===== src/rtl/sar_pkg.sv =====
// Shared types and constants for the multiplexed SAR conversion sequencer.
// Assumes a 10-bit converter with a 12-period conversion frame.
package sar_pkg;
    localparam int SAR_RES_W  = 10;
    localparam int SAR_OVH    = 2;
    localparam int SAR_FRAME  = SAR_RES_W + SAR_OVH;

    typedef enum logic [1:0] {
        PH_IDLE   = 2'd0,
        PH_SETTLE = 2'd1,
        PH_TRIAL  = 2'd2,
        PH_LOAD   = 2'd3
    } sar_phase_e;
endpackage


===== src/rtl/sar_prescaler.sv =====
// Conversion-clock prescaler: emits a one-cycle enable tick every E system
// clocks while running, where E is the factor latched at restart (0 -> 1).
// Assumes restart is asserted exactly on the accepting edge of a conversion.
module sar_prescaler #(
    parameter int DIV_W = 8
) (
    input  logic             clk,
    input  logic             rst_n,
    input  logic             restart,
    input  logic             run,
    input  logic [DIV_W-1:0] div_in,
    output logic             tick
);
    logic [DIV_W-1:0] div_q;
    logic [DIV_W-1:0] cnt;
    logic [DIV_W-1:0] last;

    // Terminal count: factor minus one, with a zero factor acting as one.
    always_comb last = (div_q == '0) ? '0 : div_q - 1'b1;

    // Tick on the terminal count while a conversion is running.
    always_comb tick = run && (cnt == last);

    // Latch the factor on restart and count system clocks between ticks.
    always_ff @(posedge clk) begin
        if (!rst_n) begin
            div_q <= '0;
            cnt   <= '0;
        end else if (restart) begin
            div_q <= div_in;
            cnt   <= '0;
        end else if (run) begin
            cnt <= tick ? '0 : cnt + 1'b1;
        end
    end

    a_r6_cnt_in_range: assert property (@(posedge clk) disable iff (!rst_n)
        run |-> (cnt <= last));
endmodule


===== src/rtl/sar_chan_hold.sv =====
// Channel latch: captures the requested channel on an accepted start and
// drives the multiplexer select from it. Assumes capture is one cycle wide.
module sar_chan_hold #(
    parameter int N_CH = 4,
    localparam int CH_W = $clog2(N_CH)
) (
    input  logic            clk,
    input  logic            rst_n,
    input  logic            capture,
    input  logic [CH_W-1:0] chan_in,
    output logic [CH_W-1:0] sel
);
    // Hold the captured channel until the next accepted start.
    always_ff @(posedge clk) begin
        if (!rst_n)       sel <= '0;
        else if (capture) sel <= chan_in;
    end
endmodule


===== src/rtl/sar_engine.sv =====
// Successive-approximation engine: walks settle, ten bit trials (MSB first)
// and a result load, advancing one phase per conversion-clock tick.
// Assumes cmp_ge reflects the current trial code when a tick arrives.
module sar_engine
    import sar_pkg::*;
#(
    parameter int RES_W = SAR_RES_W,
    localparam int BIT_W = $clog2(RES_W)
) (
    input  logic             clk,
    input  logic             rst_n,
    input  logic             accept,
    input  logic             tick,
    input  logic             cmp_ge,
    output logic             busy,
    output logic             done,
    output logic [RES_W-1:0] trial_code,
    output logic [RES_W-1:0] result
);
    sar_phase_e       phase;
    logic [BIT_W-1:0] bidx;
    logic [RES_W-1:0] sar;

    // Busy whenever the phase machine is away from idle.
    always_comb busy = (phase != PH_IDLE);
    // The trial register is driven straight to the trial DAC.
    always_comb trial_code = sar;

    // Phase machine, trial register and result register.
    always_ff @(posedge clk) begin
        if (!rst_n) begin
            phase  <= PH_IDLE;
            bidx   <= '0;
            sar    <= '0;
            result <= '0;
            done   <= 1'b0;
        end else begin
            case (phase)
                PH_IDLE: if (accept) begin
                    phase <= PH_SETTLE;
                    sar   <= '0;
                    done  <= 1'b0;
                end
                PH_SETTLE: if (tick) begin
                    phase           <= PH_TRIAL;
                    bidx            <= BIT_W'(RES_W - 1);
                    sar[RES_W-1]    <= 1'b1;
                end
                PH_TRIAL: if (tick) begin
                    if (!cmp_ge) sar[bidx] <= 1'b0;
                    if (bidx == '0) begin
                        phase <= PH_LOAD;
                    end else begin
                        bidx           <= bidx - 1'b1;
                        sar[bidx-1'b1] <= 1'b1;
                    end
                end
                PH_LOAD: if (tick) begin
                    phase  <= PH_IDLE;
                    result <= sar;
                    done   <= 1'b1;
                end
                default: phase <= PH_IDLE;
            endcase
        end
    end

    a_r7_trial_bit_set: assert property (@(posedge clk) disable iff (!rst_n)
        (phase == PH_TRIAL && !tick) |-> sar[bidx]);
    a_r7_settle_zero: assert property (@(posedge clk) disable iff (!rst_n)
        (phase == PH_SETTLE) |-> (trial_code == '0));
    a_r4_done_with_idle: assert property (@(posedge clk) disable iff (!rst_n)
        $rose(done) |-> (!busy && $past(busy)));
    a_r8_done_hold: assert property (@(posedge clk) disable iff (!rst_n)
        (done && !accept) |=> (done && $stable(result)));
endmodule


===== src/rtl/sar_mux_sequencer.sv =====
// Top of the multiplexed SAR conversion sequencer: accepts a start while idle,
// latches channel and prescale factor, and runs a 12-tick conversion frame.
// Assumes comparator, trial DAC and analogue multiplexer sit outside.
module sar_mux_sequencer
    import sar_pkg::*;
#(
    parameter int N_CH  = 4,
    parameter int DIV_W = 8,
    parameter int RES_W = SAR_RES_W,
    localparam int CH_W = $clog2(N_CH)
) (
    input  logic             clk,
    input  logic             rst_n,
    input  logic             start,
    input  logic [CH_W-1:0]  chan_req,
    input  logic [DIV_W-1:0] div_factor,
    input  logic             cmp_ge,
    output logic [CH_W-1:0]  mux_sel,
    output logic [RES_W-1:0] trial_code,
    output logic             busy,
    output logic             done,
    output logic [RES_W-1:0] result
);
    logic accept;
    logic tick;

    // A start is taken only while no conversion is in progress.
    always_comb accept = start && !busy;

    sar_chan_hold #(.N_CH(N_CH)) u_chan (
        .clk(clk), .rst_n(rst_n), .capture(accept),
        .chan_in(chan_req), .sel(mux_sel)
    );

    sar_prescaler #(.DIV_W(DIV_W)) u_pre (
        .clk(clk), .rst_n(rst_n), .restart(accept), .run(busy),
        .div_in(div_factor), .tick(tick)
    );

    sar_engine #(.RES_W(RES_W)) u_eng (
        .clk(clk), .rst_n(rst_n), .accept(accept), .tick(tick),
        .cmp_ge(cmp_ge), .busy(busy), .done(done),
        .trial_code(trial_code), .result(result)
    );

    a_r1_reset_idle: assert property (@(posedge clk)
        !rst_n |=> (!busy && !done && result == '0 && mux_sel == '0));
    a_r2_capture: assert property (@(posedge clk) disable iff (!rst_n)
        accept |=> (busy && mux_sel == $past(chan_req)));
    a_r3_sel_stable: assert property (@(posedge clk) disable iff (!rst_n)
        (busy && $past(busy)) |-> $stable(mux_sel));
endmodule


===== config.mk =====
export PLATFORM = sky130hd
export DESIGN_NAME = sar_mux_sequencer
export DESIGN_NICKNAME = d
export VERILOG_FILES = /design/src/rtl/sar_pkg.sv /design/src/rtl/sar_prescaler.sv /design/src/rtl/sar_chan_hold.sv /design/src/rtl/sar_engine.sv /design/src/rtl/sar_mux_sequencer.sv
export SDC_FILE = /design/constraint.sdc
export NUM_CORES = 1
export LEC_CHECK = 0
export BUFFER_PORTS_ARGS = -buffer_cell sky130_fd_sc_hd__buf_4
export CORE_MARGIN = 10
export CORE_UTILIZATION = 52
export CTS_CLUSTER_SIZE = 28
export DETAILED_ROUTE_END_ITERATION = 6
export PLACE_DENSITY = 0.78
export RECOVER_POWER = 100
export SLEW_MARGIN = 10
export SYNTH_ARGS = -nofsm -noshare
export SYNTH_HDL_FRONTEND = slang
export SYNTH_SLANG_ARGS = --single-unit

===== constraint.sdc =====
create_clock -name clk -period 2.5 [get_ports clk]
set_input_delay 0.25 -clock clk [delete_from_list [all_inputs] [get_ports clk]]
set_output_delay 0.25 -clock clk [all_outputs]
set_load 0.005 [all_outputs]

==> results.txt <==
- For this configuration, the core starts out at a cell density of 0.5440.
* Violated checks: setup timing
* Number of placement rows: 26
- The slowest stage of the critical path is the sky130_fd_sc_hd__or4b_4 cell.
* Number of max-cap violations: 0
- Counting flops and latches in the post-synthesis netlist gives 45.
* Peak fanout along the critical path: 8
- Launching element of the worst setup path: u_pre.div_q[0]
- The worst path in the final design needs a cycle of 2531 ps, including I/O delays and setup.
- The Yosys step of the flow raised 0 warnings.
* Routed Wire Length: 8204 um
- The H-tree was split into 2 levels.
- In the global route stage, overall resource usage came out at 0.1820.
- In this run the tool buffered the top-level ports with 37 buffer cells.
* CP Data Required Time: 2760 ps
- For the worst flop-to-flop path, the logic depth is 9.
- Synthesized area: 2814 sq um
* Worst hold path startpoint: div_factor[3]
* Die footprint: 8753 sq um
* Final-report max-slew violation count: 0
* Max Root-Sink Buffers: 2
- Final antenna-violating net count: 0
* Setup-violating endpoint count in the final report: 8
- The via count of the first global-routing pass came to 2,674.
- The average instance in the mapped netlist occupies 7.752 sq um.
- Part of the Yosys area used for sequential elements: 0.3201
- STA classifies the critical path endpoint as a register.
- Hold Vio Cnt, Final: 0
- The HPWL after detailed placement is 5649 um.
- CP cell instances: inv_2 > ha_4 > or4b_4 > or4_4 > o211ai_1 > and4_4 > a31oi_4 > o31ai_4 > o311a_1
- The most used flip-flop cell after synthesis is sky130_fd_sc_hd__dfxtp_1.
- Pwr Density: 805.0 nW/um^2
- Dividing the detail-routed wire length by the instance count gives 16.85 um.
- IR analysis of the VDD net gives a maximum drop of 0.5150 mV.
* Per-cell via count in the routed design: 5.988
- Chip Height: 93.56 um
* CTS tree: built
* Core area: 5172 sq um
- In the final layout, the share of cells above drive strength 1 is 0.3022.
- Setup slack on the worst reg-to-reg path comes out at -30 ps.
* Distinct cell type count after synthesis: 63
- Count of flip-flops with a built-in enable after synthesis: 0
* Antenna diodes: 0
- Dominant cell type by area after synthesis: sky130_fd_sc_hd__dfxtp_1
- The path class of the tightest hold or removal check is input pin to register.
* Data arrival time at the worst-slack endpoint: 2790 ps
* End of the worst register-to-register path: u_eng.trial_code[7]
- After detailed routing, the number of remaining DRC violations is 0.
* Total I/O pin count: 38
- Broken down by cell family, the worst path's largest delay share belongs to simple AND/OR/NAND/NOR gates.
* Num Clock Sinks: 45
- Number of nets in the synthesized netlist: 389
- Leak: 1.376 nW
* Highest achievable clock rate: 0.3951 GHz
- The most critical setup path has its endpoint at u_eng.trial_code[7].
- Global placer's final weighted congestion: 0.9366
- Top post-synthesis cells by area: sky130_fd_sc_hd__dfxtp_1 32%, sky130_fd_sc_hd__nand2_1 7.2%, sky130_fd_sc_hd__a21oi_1 5.9%, sky130_fd_sc_hd__ha_1 5.3%, sky130_fd_sc_hd__nand3_1 4.1%
* Post-CTS clock slew at the launch and capture registers of the worst setup and hold paths: 100 ps
- Setup repair after global routing missed its margin: true
* Layout Area Growth over Synthesis: 29.26%
* Clock latency at the later pin of the worst-skew pair: 310 ps
- The worst register-to-register path begins at u_pre.div_q[0].
- Setup Skew: 12.42 ps
- Once placement completed, the tool counted placed cells totaling 477.
* Global-route wire length before repair: 13,210 um
- Fill cells in the final layout number 406.
- The run finished, with violations left.
* Critical path type: register to register
- For this design, the CTS-stage hold fixing added 0 buffers.
* Sequential Area: 904.6 sq um
- Of the post-synthesis cell area, the dominant cell type holds 0.3201.
- Root cell of the clock tree: sky130_fd_sc_hd__clkbuf_8
- GR Overflow Total: 0
- The multi-input combinational cells in the finished layout cover a total of 1954 sq um.
- Number of instances in the synthesized netlist: 363
- DRT Pass-1 Iters: 5
- After the flow finishes, the layout carries non-filler instances totaling 487.
- Maximum number of pins on one net before global-route repair: 30
* Critical path depth in cells: 9
- Transition at the pin with the smallest max-transition slack: 697.6 ps
* Fraction of synthesis flops using an asynchronous set or reset pin: 0
* Remaining max-slew budget at the tightest pin: 0.5349
- Number of buffer and inverter instances along the worst setup path: 1
- Starting DRC count in detailed routing: 291
- Antenna violations before repair: 0
* Largest stage delay on the critical path: 450 ps
* Number of buffers inserted during clock tree synthesis: 5
* Final critical-path setup slack: -30.72 ps
- The routed layout has 2,916 vias.
- Post-Place Worst Slack: -121.7 ps
* Final Net Count: 442
- From left edge to right edge, the die measures 93.56 um.
- CP Launch Type: register
- Of the available clock period, the critical path in the final layout requires 1.012.
cells in the mapped netlist, types with 2 or more instances:
cell                       number
sky130_fd_sc_hd__nand2_1       54
sky130_fd_sc_hd__dfxtp_1       45
sky130_fd_sc_hd__a21oi_1       33
sky130_fd_sc_hd__nor2_1        25
sky130_fd_sc_hd__nand3_1       23
sky130_fd_sc_hd__inv_1         19
sky130_fd_sc_hd__o21ai_0       17
sky130_fd_sc_hd__clkbuf_1      13
sky130_fd_sc_hd__ha_1          12
sky130_fd_sc_hd__nand4_1       10
sky130_fd_sc_hd__nor2b_1       10
sky130_fd_sc_hd__a41oi_1        8
sky130_fd_sc_hd__xor2_1         6
sky130_fd_sc_hd__a31oi_1        5
sky130_fd_sc_hd__mux2i_1        5
sky130_fd_sc_hd__nor3_1         5
sky130_fd_sc_hd__and2_1         3
sky130_fd_sc_hd__and4_1         3
sky130_fd_sc_hd__buf_6          3
sky130_fd_sc_hd__nand2b_1       3
sky130_fd_sc_hd__nor3b_1        3
sky130_fd_sc_hd__o311a_1        3
sky130_fd_sc_hd__or2_2          3
sky130_fd_sc_hd__xnor2_1        3
sky130_fd_sc_hd__a211oi_1       2
sky130_fd_sc_hd__a31o_2         2
sky130_fd_sc_hd__a32oi_1        2
sky130_fd_sc_hd__and3_1         2
sky130_fd_sc_hd__buf_2          2
sky130_fd_sc_hd__nand3b_1       2
sky130_fd_sc_hd__o211ai_1       2
sky130_fd_sc_hd__o21a_1         2
sky130_fd_sc_hd__or3_1          2
sky130_fd_sc_hd__or4_1          2
stage by stage:
stage / instance area (sq um) / hold WS (ps) / utilization / setup TNS [ps] / power [mW]
4_1_cts: 3503 / 181.5 / 0.6773 / 0 / 2.796
3_3_place_gp: 3283 / 438.6 / 0.6347 / -84.18 / 2.025
6_report: 3637 / 179.9 / 0.7032 / -103.5 / 2.928
3_5_place_dp: 3283 / 447.5 / 0.6347 / -1903 / 2.048
2_1_floorplan: 2826 / 386.0 / - / 0 / 1.663
5_1_grt: 3637 / 183.5 / 0.7032 / -1488 / 3.096
flip-flops by register name (all words and copies together), names as in the netlist:
name              count
u_eng.bidx            4
u_eng.result         10
u_pre.div_q           8
u_chan.sel            2
u_pre.cnt             8
u_eng.done            1
u_eng.trial_code     10
u_eng.phase           2
how the worst min path moves through the flow:
stage,to,depth (start not counted)
2_1_floorplan,u_pre.div_q[7],2
3_3_place_gp,u_eng.result[8],2
3_5_place_dp,u_eng.result[4],2
4_1_cts,u_pre.div_q[5],3
5_1_grt,u_pre.div_q[5],3
6_report,u_pre.div_q[3],3
repair_timing:
action	4_1_cts	5_1_grt
pin swaps	7	26
setup endpoints to repair	33	28
resized for setup	18	36
gates cloned	1	0
setup buffers	1	0
per-layer routing:
layer,track usage,up-vias,part of all wire
met1,0.2371,1343,0.45
met2,0.2889,142,0.44
li1,-,1411,-
met3,0.04317,20,0.088
met5,0,-,0
met4,0.05823,0,0.019
cells by family (layout without fill, tap and decap cells):
group                      count (synthesis)  in the layout  synth area share
AOI/OAI and AO/OA                         91             92            0.2170
xor gates and xnor gates                   9              9           0.02801
adders and majority gates                 12             12           0.05336
buffers and inverters                     41             94           0.07025
DFF                                       45             45            0.3201
muxes                                      5              5           0.01779
and+or+nand+nor                          160            160            0.2935
area by class of cell:
type / instances / area share
clock inverters: 2 / 0.01032
repair buffers: 67 / 0.1373
inverters: 19 / 0.01961
multi-input cells: 278 / 0.5373
flip-flops and latches: 45 / 0.2487
clock buffers: 6 / 0.02270
well taps: 70 / 0.02408
layout by cell type, fill, tap and decap left out, drive strengths merged, types with 5 or more instances in the layout:
| master | instances |
|---|---|
| a21oi | 33 |
| a31oi | 5 |
| a41oi | 8 |
| buf | 43 |
| clkbuf | 30 |
| dfxtp | 45 |
| ha | 12 |
| inv | 19 |
| mux2i | 5 |
| nand2 | 54 |
| nand3 | 23 |
| nand4 | 10 |
| nor2 | 26 |
| nor2b | 10 |
| nor3 | 6 |
| o21ai | 18 |
| xor2 | 6 |
worst register-to-register path, cell delays in order (launching register included):
cell and delay, ps:
sky130_fd_sc_hd__dfxtp_2 330, sky130_fd_sc_hd__inv_2 70, sky130_fd_sc_hd__ha_4 120, sky130_fd_sc_hd__or4b_4 450, sky130_fd_sc_hd__or4_4 420, sky130_fd_sc_hd__o211ai_1 100
sky130_fd_sc_hd__and4_4 340, sky130_fd_sc_hd__a31oi_4 150, sky130_fd_sc_hd__o31ai_4 290, sky130_fd_sc_hd__o311a_1 210
power breakdown:
part | leakage (nW) | internal (mW) | total [mW] | switching [mW]
Clock | 0.0574 | 0.325 | 0.593 | 0.268
Sequential | 0.366 | 0.776 | 0.853 | 0.0761
Combinational | 0.953 | 0.650 | 1.48 | 0.833
(Power assumes the default switching activity.)
